==> src/rtl/sthu_pkg.sv <==
package sthu_pkg;
  localparam int INSN_W = 32;
  localparam int RIDX_W = 4;
  localparam logic [RIDX_W-1:0] REG_PC = 4'hF;
  localparam logic [1:0] EL_HYP    = 2'd2;
  localparam logic [1:0] SIZE_HALF = 2'b01;

  typedef enum logic {ISA_FIXED = 1'b0, ISA_COMPACT = 1'b1} isa_e;
  typedef enum logic [1:0] {
    FORM_NONE    = 2'd0,
    FORM_FIX_IMM = 2'd1,
    FORM_FIX_REG = 2'd2,
    FORM_CMP_IMM = 2'd3
  } form_e;

  typedef struct packed {
    form_e             form;
    logic [RIDX_W-1:0] rn;
    logic [RIDX_W-1:0] rt;
    logic [RIDX_W-1:0] rm;
    logic [7:0]        imm8;
    logic              add;
    logic              postidx;
  } dec_t;
endpackage

==> src/rtl/sthu_decode.sv <==
module sthu_decode
  import sthu_pkg::*;
(
  input  logic [INSN_W-1:0] instr,
  input  logic              isa_sel,
  output dec_t              dec,
  output logic              enc_undef,
  output logic              enc_unpred
);
  logic hit_fimm, hit_freg, hit_cmp, fix_common;

  always_comb begin
    fix_common = (isa_sel == ISA_FIXED) && (instr[31:28] != 4'hF) &&
                 (instr[27:24] == 4'h0) && (instr[7:4] == 4'hB);
    hit_fimm   = fix_common && (instr[22:20] == 3'b110);
    hit_freg   = fix_common && (instr[22:20] == 3'b010) && (instr[11:8] == 4'h0);
    hit_cmp    = (isa_sel == ISA_COMPACT) && (instr[31:20] == 12'hF82) &&
                 (instr[11:8] == 4'hE);
  end

  always_comb begin
    dec.rn = instr[19:16];
    dec.rt = instr[15:12];
    dec.rm = instr[3:0];
    if (hit_cmp) begin
      dec.form    = FORM_CMP_IMM;
      dec.imm8    = instr[7:0];
      dec.add     = 1'b1;
      dec.postidx = 1'b0;
    end else begin
      dec.form    = hit_fimm ? FORM_FIX_IMM : (hit_freg ? FORM_FIX_REG : FORM_NONE);
      dec.imm8    = {instr[11:8], instr[3:0]};
      dec.add     = instr[23];
      dec.postidx = 1'b1;
    end
  end

  always_comb begin
    enc_undef  = 1'b0;
    enc_unpred = 1'b0;
    unique case (dec.form)
      FORM_CMP_IMM: begin
        enc_undef  = (dec.rn == REG_PC);
        enc_unpred = (dec.rt == REG_PC);
      end
      FORM_FIX_IMM, FORM_FIX_REG: begin
        enc_unpred = (dec.rt == REG_PC) || (dec.rn == REG_PC) || (dec.rn == dec.rt) ||
                     ((dec.form == FORM_FIX_REG) && (dec.rm == REG_PC));
      end
      default: ;
    endcase
  end

  always_comb begin
    a_one_form_r11: assert ($onehot0({hit_fimm, hit_freg, hit_cmp}));
  end
endmodule

==> src/rtl/sthu_agu.sv <==
module sthu_agu #(
  parameter int XLEN = 32
) (
  input  logic [XLEN-1:0] base,
  input  logic [XLEN-1:0] offset,
  input  logic            add,
  input  logic            postidx,
  output logic [XLEN-1:0] acc_addr,
  output logic [XLEN-1:0] next_base
);
  always_comb begin
    next_base = add ? (base + offset) : (base - offset);
    acc_addr  = postidx ? base : next_base;
  end
endmodule

==> src/rtl/sthu_store_unit.sv <==
module sthu_store_unit
  import sthu_pkg::*;
#(
  parameter int XLEN = 32
) (
  input  logic              clk,
  input  logic              rst_n,
  input  logic              in_valid,
  input  logic              isa_sel,
  input  logic [INSN_W-1:0] instr,
  input  logic              cond_pass,
  input  logic [1:0]        el,
  output logic [RIDX_W-1:0] rd_n_idx,
  output logic [RIDX_W-1:0] rd_m_idx,
  output logic [RIDX_W-1:0] rd_t_idx,
  input  logic [XLEN-1:0]   rn_val,
  input  logic [XLEN-1:0]   rm_val,
  input  logic [XLEN-1:0]   rt_val,
  output logic              mem_req,
  output logic [XLEN-1:0]   mem_addr,
  output logic [15:0]       mem_wdata,
  output logic [1:0]        mem_size,
  output logic              mem_user,
  output logic              wb_en,
  output logic [RIDX_W-1:0] wb_idx,
  output logic [XLEN-1:0]   wb_data,
  output logic              undef_o,
  output logic              unpred_o
);
  localparam int HALF_W = 16;

  dec_t            dec;
  logic            enc_undef, enc_unpred;
  logic [XLEN-1:0] offset, acc_addr, next_base;

  sthu_decode u_dec (
    .instr      (instr),
    .isa_sel    (isa_sel),
    .dec        (dec),
    .enc_undef  (enc_undef),
    .enc_unpred (enc_unpred)
  );

  assign rd_n_idx = dec.rn;
  assign rd_m_idx = dec.rm;
  assign rd_t_idx = dec.rt;

  always_comb begin
    if (dec.form == FORM_FIX_REG) offset = rm_val;
    else                          offset = {{(XLEN-8){1'b0}}, dec.imm8};
  end

  sthu_agu #(.XLEN(XLEN)) u_agu (
    .base      (rn_val),
    .offset    (offset),
    .add       (dec.add),
    .postidx   (dec.postidx),
    .acc_addr  (acc_addr),
    .next_base (next_base)
  );

  // next-state signals
  logic              fire, n_req, n_wb, n_undef, n_unpred;
  logic [XLEN-1:0]   n_addr, n_wbd;
  logic [HALF_W-1:0] n_wdata;
  logic [RIDX_W-1:0] n_widx;

  always_comb begin
    fire     = in_valid && cond_pass && (dec.form != FORM_NONE);
    n_undef  = fire && enc_undef;
    n_unpred = fire && !enc_undef && (enc_unpred || (el == EL_HYP));
    n_req    = fire && !enc_undef;
    n_wb     = n_req && !n_unpred && dec.postidx;
    n_addr   = n_req ? acc_addr : '0;
    n_wdata  = n_req ? rt_val[HALF_W-1:0] : '0;
    n_wbd    = n_wb ? next_base : '0;
    n_widx   = n_wb ? dec.rn : '0;
  end

  always_ff @(posedge clk or negedge rst_n) begin
    if (!rst_n) begin
      mem_req   <= 1'b0;
      mem_addr  <= '0;
      mem_wdata <= '0;
      mem_size  <= '0;
      mem_user  <= 1'b0;
      wb_en     <= 1'b0;
      wb_idx    <= '0;
      wb_data   <= '0;
      undef_o   <= 1'b0;
      unpred_o  <= 1'b0;
    end else begin
      mem_req   <= n_req;
      mem_addr  <= n_addr;
      mem_wdata <= n_wdata;
      mem_size  <= n_req ? SIZE_HALF : 2'b00;
      mem_user  <= n_req;
      wb_en     <= n_wb;
      wb_idx    <= n_widx;
      wb_data   <= n_wbd;
      undef_o   <= n_undef;
      unpred_o  <= n_unpred;
    end
  end

  p_wb_with_req_r2: assert property (@(posedge clk) disable iff (!rst_n)
    wb_en |-> mem_req);
  p_req_attrs_r5: assert property (@(posedge clk) disable iff (!rst_n)
    mem_req |-> (mem_user && mem_size == SIZE_HALF));
  p_undef_quiet_r6: assert property (@(posedge clk) disable iff (!rst_n)
    undef_o |-> (!mem_req && !wb_en && !unpred_o));
  p_unpred_no_wb_r7: assert property (@(posedge clk) disable iff (!rst_n)
    unpred_o |-> !wb_en);
  p_hyp_no_wb_r8: assert property (@(posedge clk) disable iff (!rst_n)
    (in_valid && cond_pass && el == EL_HYP) |=> !wb_en);
  p_cond_fail_r9: assert property (@(posedge clk) disable iff (!rst_n)
    !(in_valid && cond_pass) |=> (!mem_req && !wb_en && !undef_o && !unpred_o));
  p_compact_no_wb_r1: assert property (@(posedge clk) disable iff (!rst_n)
    (isa_sel == ISA_COMPACT) |=> !wb_en);
endmodule

==> config.mk <==
export PLATFORM = sky130hd
export DESIGN_NAME = sthu_store_unit
export DESIGN_NICKNAME = d
export VERILOG_FILES = /design/src/rtl/sthu_pkg.sv /design/src/rtl/sthu_decode.sv /design/src/rtl/sthu_agu.sv /design/src/rtl/sthu_store_unit.sv
export SDC_FILE = /design/constraint.sdc
export NUM_CORES = 1
export LEC_CHECK = 0
export CORE_AREA = 2 2 119 121
export DETAILED_ROUTE_END_ITERATION = 7
export DIE_AREA = 0 0 121 123
export PLACE_DENSITY = 0.89
export SKIP_LAST_GASP = 1
export SLEW_MARGIN = 20
export SYNTH_ARGS = -nofsm -noshare
export SYNTH_HDL_FRONTEND = slang
export SYNTH_HIERARCHICAL = 1
export SYNTH_SLANG_ARGS = --single-unit
==> constraint.sdc <==
create_clock -name clk -period 2.3 [get_ports clk]
set_clock_uncertainty 0.2 [all_clocks]
set_input_delay 0.575 -clock clk [delete_from_list [all_inputs] [get_ports clk]]
set_output_delay 0.575 -clock clk [all_outputs]
set_load 0.05 [all_outputs]
==> results of run 1 <==
-- per-stage QoR --
stage	hold slack, ns	util, %	instance area, um2
3_5_place_dp	0.3973	77.75	10580
2_1_floorplan	0.07941	-	6868
3_3_place_gp	0.3941	77.75	10580
4_1_cts	0.02343	84.74	11530
-- cell usage after synthesis, types with 11 or more instances --
cell,n,area (um2)
mux2_2,31,349.1
nand2_1,48,180.2
and4_1,38,332.8
dfrtp_1,88,2202
xor2_1,35,306.5
inv_1,20,75.07
a21oi_1,41,205.2
and2_1,75,469.2
nor2_1,37,138.9
xnor2_1,28,245.2
clkbuf_1,15,56.30
nor3_1,11,55.05
ha_1,42,525.5
o21ai_0,25,125.1
nor4_1,12,75.07
buf_4,23,172.7
-- cell families after synthesis --
logic type | after synthesis | share of synthesized area [%]
buffers and inverters | 72 | 5.921
and+or+nand+nor | 268 | 24.02
other | 1 | 0.05652
DFF | 88 | 33.19
xor gates and xnor gates | 64 | 8.561
AOI/OAI and AO/OA | 144 | 14.16
muxes | 34 | 5.865
adders and majority gates | 43 | 8.222
-- metal layers --
layer,GRT overflow,global-route usage [%]
met5,0,9.722
met4,1,68.46
met3,0,45.20
met2,4,90.91
met1,0,66.60
-- what timing repair did --
item | CTS
pin swaps | 74
endpoints found under the setup margin | 92
gates resized for setup | 200
buffers inserted | 25
hold buffers | 0
endpoints found under the hold margin | 0
==> impl_metrics.csv, run 1 <==
group,metric,value,unit
status,run_status,"stopped before the end",
status,lastStage,"global routing",
status,error,"[ERROR GRT-0232] Routing congestion too high. Check the congestion heatmap in the GUI.",
clock_network,clockBufferDepth,2,
logic_synthesis,ys.flop_type,"dfrtp_1",
clock_network,numCtsBuffers,9,
logic_synthesis,async_flop_share,100.0,%
floorplanning,start_util,48.75,%
place,gp_congestion,0.9844,
logic_synthesis,seq_area_frac_synth,33.19,%
logic_synthesis,ys_warn_count,6,
sta,worst-ep-kind,"sequential cell input",
place,dp.cells,1270,
place,hpwl,18610,um
logic_synthesis,syn_inst,714,
logic_synthesis,synth_edf_count,0,
floorplanning,rows,43,
logic_synthesis,synth_cell_type_count,74,
grt,grt_overflow,5,
place,port_buffers,220,
floorplanning,top_level_ports,238,
logic_synthesis,netlist_area,0.006635,mm2
logic_synthesis,syn-num-nets,892,
clock_network,cts_sinks,88,
grt,grt_use_total,67.49,%
floorplanning,die_width,121,um
floorplanning,dieHeight,123,um
logic_synthesis,ys_seq_elements,88,
place,pre_cts_ws,-3.755,ns
clock_network,cts_max_level,3,
sta,grt-worst-endpoint,"mem_addr[30]$_DFF_PN0_/D",
logic_synthesis,postSynthAreaPerCell,9.293,um2
clock_network,cts_root_buf,"clkbuf_16",
grt,grt_start_max_net_pins,43,
==> run 2: changes to the inputs <==
CORE_AREA = 2 2 132 134   (was 2 2 119 121)
DIE_AREA = 0 0 134 136   (was 0 0 121 123)
PLACE_DENSITY = default   (was 0.89)
PLACE_DENSITY_LB_ADDON = 0.15   (was default)
==> impl_metrics.csv, run 2 <==
group,metric,value,unit
sta,layout_setup_ws,-3.166,ns
status,violations,"negative setup slack",
clock_network,clockBufferDepth,2,
finish,regArea,0.002202,mm2
logic_synthesis,synth_edf_count,0,
floorplanning,rows,48,
hold_path,holdCritPathClass,"input port to async pin",
place,hpwl,18100,um
routing,wl_per_cell,19.13,um
clock_network,cts_tree,"yes",
sta,fin_tns_setup,-156.15,ns
flow_run,maxCapViolCount,0,
sta,maxClockFrequency,183.0,MHz
logic_synthesis,syn-num-nets,892,
logic_synthesis,ys_seq_elements,88,
grt,grt_use_total,25.75,%
logic_synthesis,ys_warn_count,6,
sta,fin_crit_sh,237.6,%
critical_path,crit_path_max_fanout,5,
sta,drv_slew,0,
logic_synthesis,yosys-top-cells-count,"88 x dfrtp_1, 75 x and2_1, 48 x nand2_1, 42 x ha_1, 41 x a21oi_1",
logic_synthesis,yosysTopAreaCellShare,33.19,%
finish,postLayoutCellArea,0.01243,mm2
finish,layout_common_cells,"281 x buf_4, 115 x clkdlybuf4s50_1, 88 x dfrtp_1, 69 x and2_1, 37 x and4_1",
logic_synthesis,syn_inst,714,
status,run_status,"complete, but fails checks",
place,port_buffers,220,
clock_network,cts_root_buf,"clkbuf_16",
floorplanning,start_util,39.32,%
routing,drcViolationCount,0,
finish,layout.nets,1333,
logic_synthesis,yosysTopAreaCell,"dfrtp_1",
pwr,p_per_area,416.2,mW/mm2
logic_synthesis,synth_cell_type_count,74,
grt,grt_overflow,0,
logic_synthesis,async_flop_share,100.0,%
finish,drive_gt1_share,49.74,%
pwr,ir_drop,343.4,uV
critical_path,critPathKind,"input port to register",
grt,grt_first_pass_wirelength,36870,um
grt,antenna_found_initial,1,
logic_synthesis,seq_area_frac_synth,33.19,%
sta,fin_hold_ws,0.5052,ns
grt,grt_start_max_net_pins,44,
place,dp.cells,1311,
clock_network,cts_sinks,88,
finish,reg_top3,"mem_addr (32), wb_data (32), mem_wdata (16)",
finish,syn2layout_area_growth,87.31,%
grt,grt_pass1_vias,7251,
floorplanning,die-area,0.01822,mm2
floorplanning,dieHeight,136,um
floorplanning,top_level_ports,238,
sta,grt_setup_unrepaired,"yes",
floorplanning,core,0.01688,mm2
critical_path,crit_path_end_kind,"register",
sta,finalCriticalPeriod,5.466,ns
sta,relSlewSlack,60.88,%
clock_network,clk_pin_slew_worst_paths,0.06,ns
place,dpl_cell_area,0.01057,mm2
logic_synthesis,synth_area_leaders,"dfrtp_1 33%, ha_1 7.9%, and2_1 7.1%",
clock_network,numCtsBuffers,9,
sta,setup_violations,86,
finish,diodes,0,
finish,fillCellCount,1176,
logic_synthesis,postSynthAreaPerCell,9.293,um2
clock_network,cts_max_level,3,
sta,finalHoldViolCount,0,
routing,antenna_left,0,
routing,viasPerCell,5.279,
routing,drt-total-wl,26500,um
logic_synthesis,ys.flop_type,"dfrtp_1",
critical_path,critPathRequiredTime,2.34,ns
floorplanning,die_width,134,um
finish,final_common_cell,"buf_4",
logic_synthesis,netlist_area,0.006635,mm2
critical_path,critPathLaunchType,"input port",
routing,drt_iter0_markers,384,
routing,drtPass1Iterations,6,
finish,finalNonFillerCells,1385,
critical_path,arrival,5.51,ns
routing,num_vias,7312,
pwr,p_leak,6.055,nW
finish,multiInputGateArea,0.005181,mm2
place,gp_congestion,1.006,
sta,worstMarginPinSlew,0.5815,ns
logic_synthesis,post-synth-top-count-cell,"dfrtp_1",
[run 2: worst paths after layout]
check                      startpoint            end  depth (start not counted)
setup / recovery            instr[21]   mem_addr[27]                         24
min in group clk           rt_val[15]  mem_wdata[15]                          2
max in group asynchronous       rst_n   mem_addr[14]                          3
hold / removal                  rst_n   mem_wdata[3]                          2
[run 2: cells by family after synthesis]
logic type,count (synthesis),synth area share (%)
AOI/OAI and AO/OA,144,14.16
xor gates and xnor gates,64,8.561
adders and majority gates,43,8.222
buffers and inverters,72,5.921
DFF,88,33.19
muxes,34,5.865
other,1,0.05652
and+or+nand+nor,268,24.02
[run 2: worst max-delay path, cell delays in order]
cell and delay (ns):
dlygate4sd2_1 0.21, nor4b_4 0.26, buf_4 0.20, a31o_4 0.15, nor2b_4 0.23, mux2_4 0.35, inv_4 0.06, ha_4 0.14
nand2b_4 0.05, or4b_4 0.51, nor2b_4 0.13, a21o_1 0.16, buf_6 0.12, o21ai_2 0.05, xor2_1 0.15, buf_4 0.15
ha_1 0.32, a21oi_1 0.21, o21ai_0 0.27, or3_1 0.41, o22a_1 0.23, xnor2_2 0.15, mux2_4 0.27, and2_4 0.13
[run 2: report_power, final]
part | total, mW | switching [mW] | internal, mW
logic | 2.09 | 0.992 | 1.10
clock network | 1.54 | 0.684 | 0.854
registers | 1.55 | 0.0000236 | 1.55
[run 2: per-layer routing]
| layer | share of wire, % | GRT usage [%] | vias up |
|---|---|---|---|
| met4 | 3.7 | 8.452 | 0 |
| met1 | 41 | 32.02 | 3535 |
| met3 | 5.4 | 4.101 | 75 |
| met5 | 0 | 0 | - |
| li1 | - | - | 3416 |
| met2 | 50 | 45.64 | 286 |
[run 2: through the flow]
stage	power, mW	setup WS (ns)	util, %
2_1_floorplan	2.327	-3.009	-
3_3_place_gp	3.080	-3.565	62.64
3_5_place_dp	3.114	-3.760	62.64
4_1_cts	4.839	-2.980	67.66
5_1_grt	5.388	-3.343	73.64
6_report	5.173	-3.166	73.64
[run 2: timing repair]
| item | CTS | global route |
|---|---|---|
| resized for setup | 147 | 154 |
| gates cloned | 0 | 6 |
| endpoints found under the setup margin | 93 | 99 |
| hold buffers | 1 | 0 |
| setup buffers | 29 | 32 |
| pin swaps | 71 | 86 |
| endpoints found under the hold margin | 32 | 0 |
[run 2: cell type report]
class	instances	area share, %
inverter	22	0.6846
clock buffer	9	1.812
multi-input combinational	554	41.69
tap	225	2.265
timing repair buffer	480	35.21
clock inverter	7	0.6242
sequential	88	17.72
Note: power is estimated with default switching activity, not from simulation.
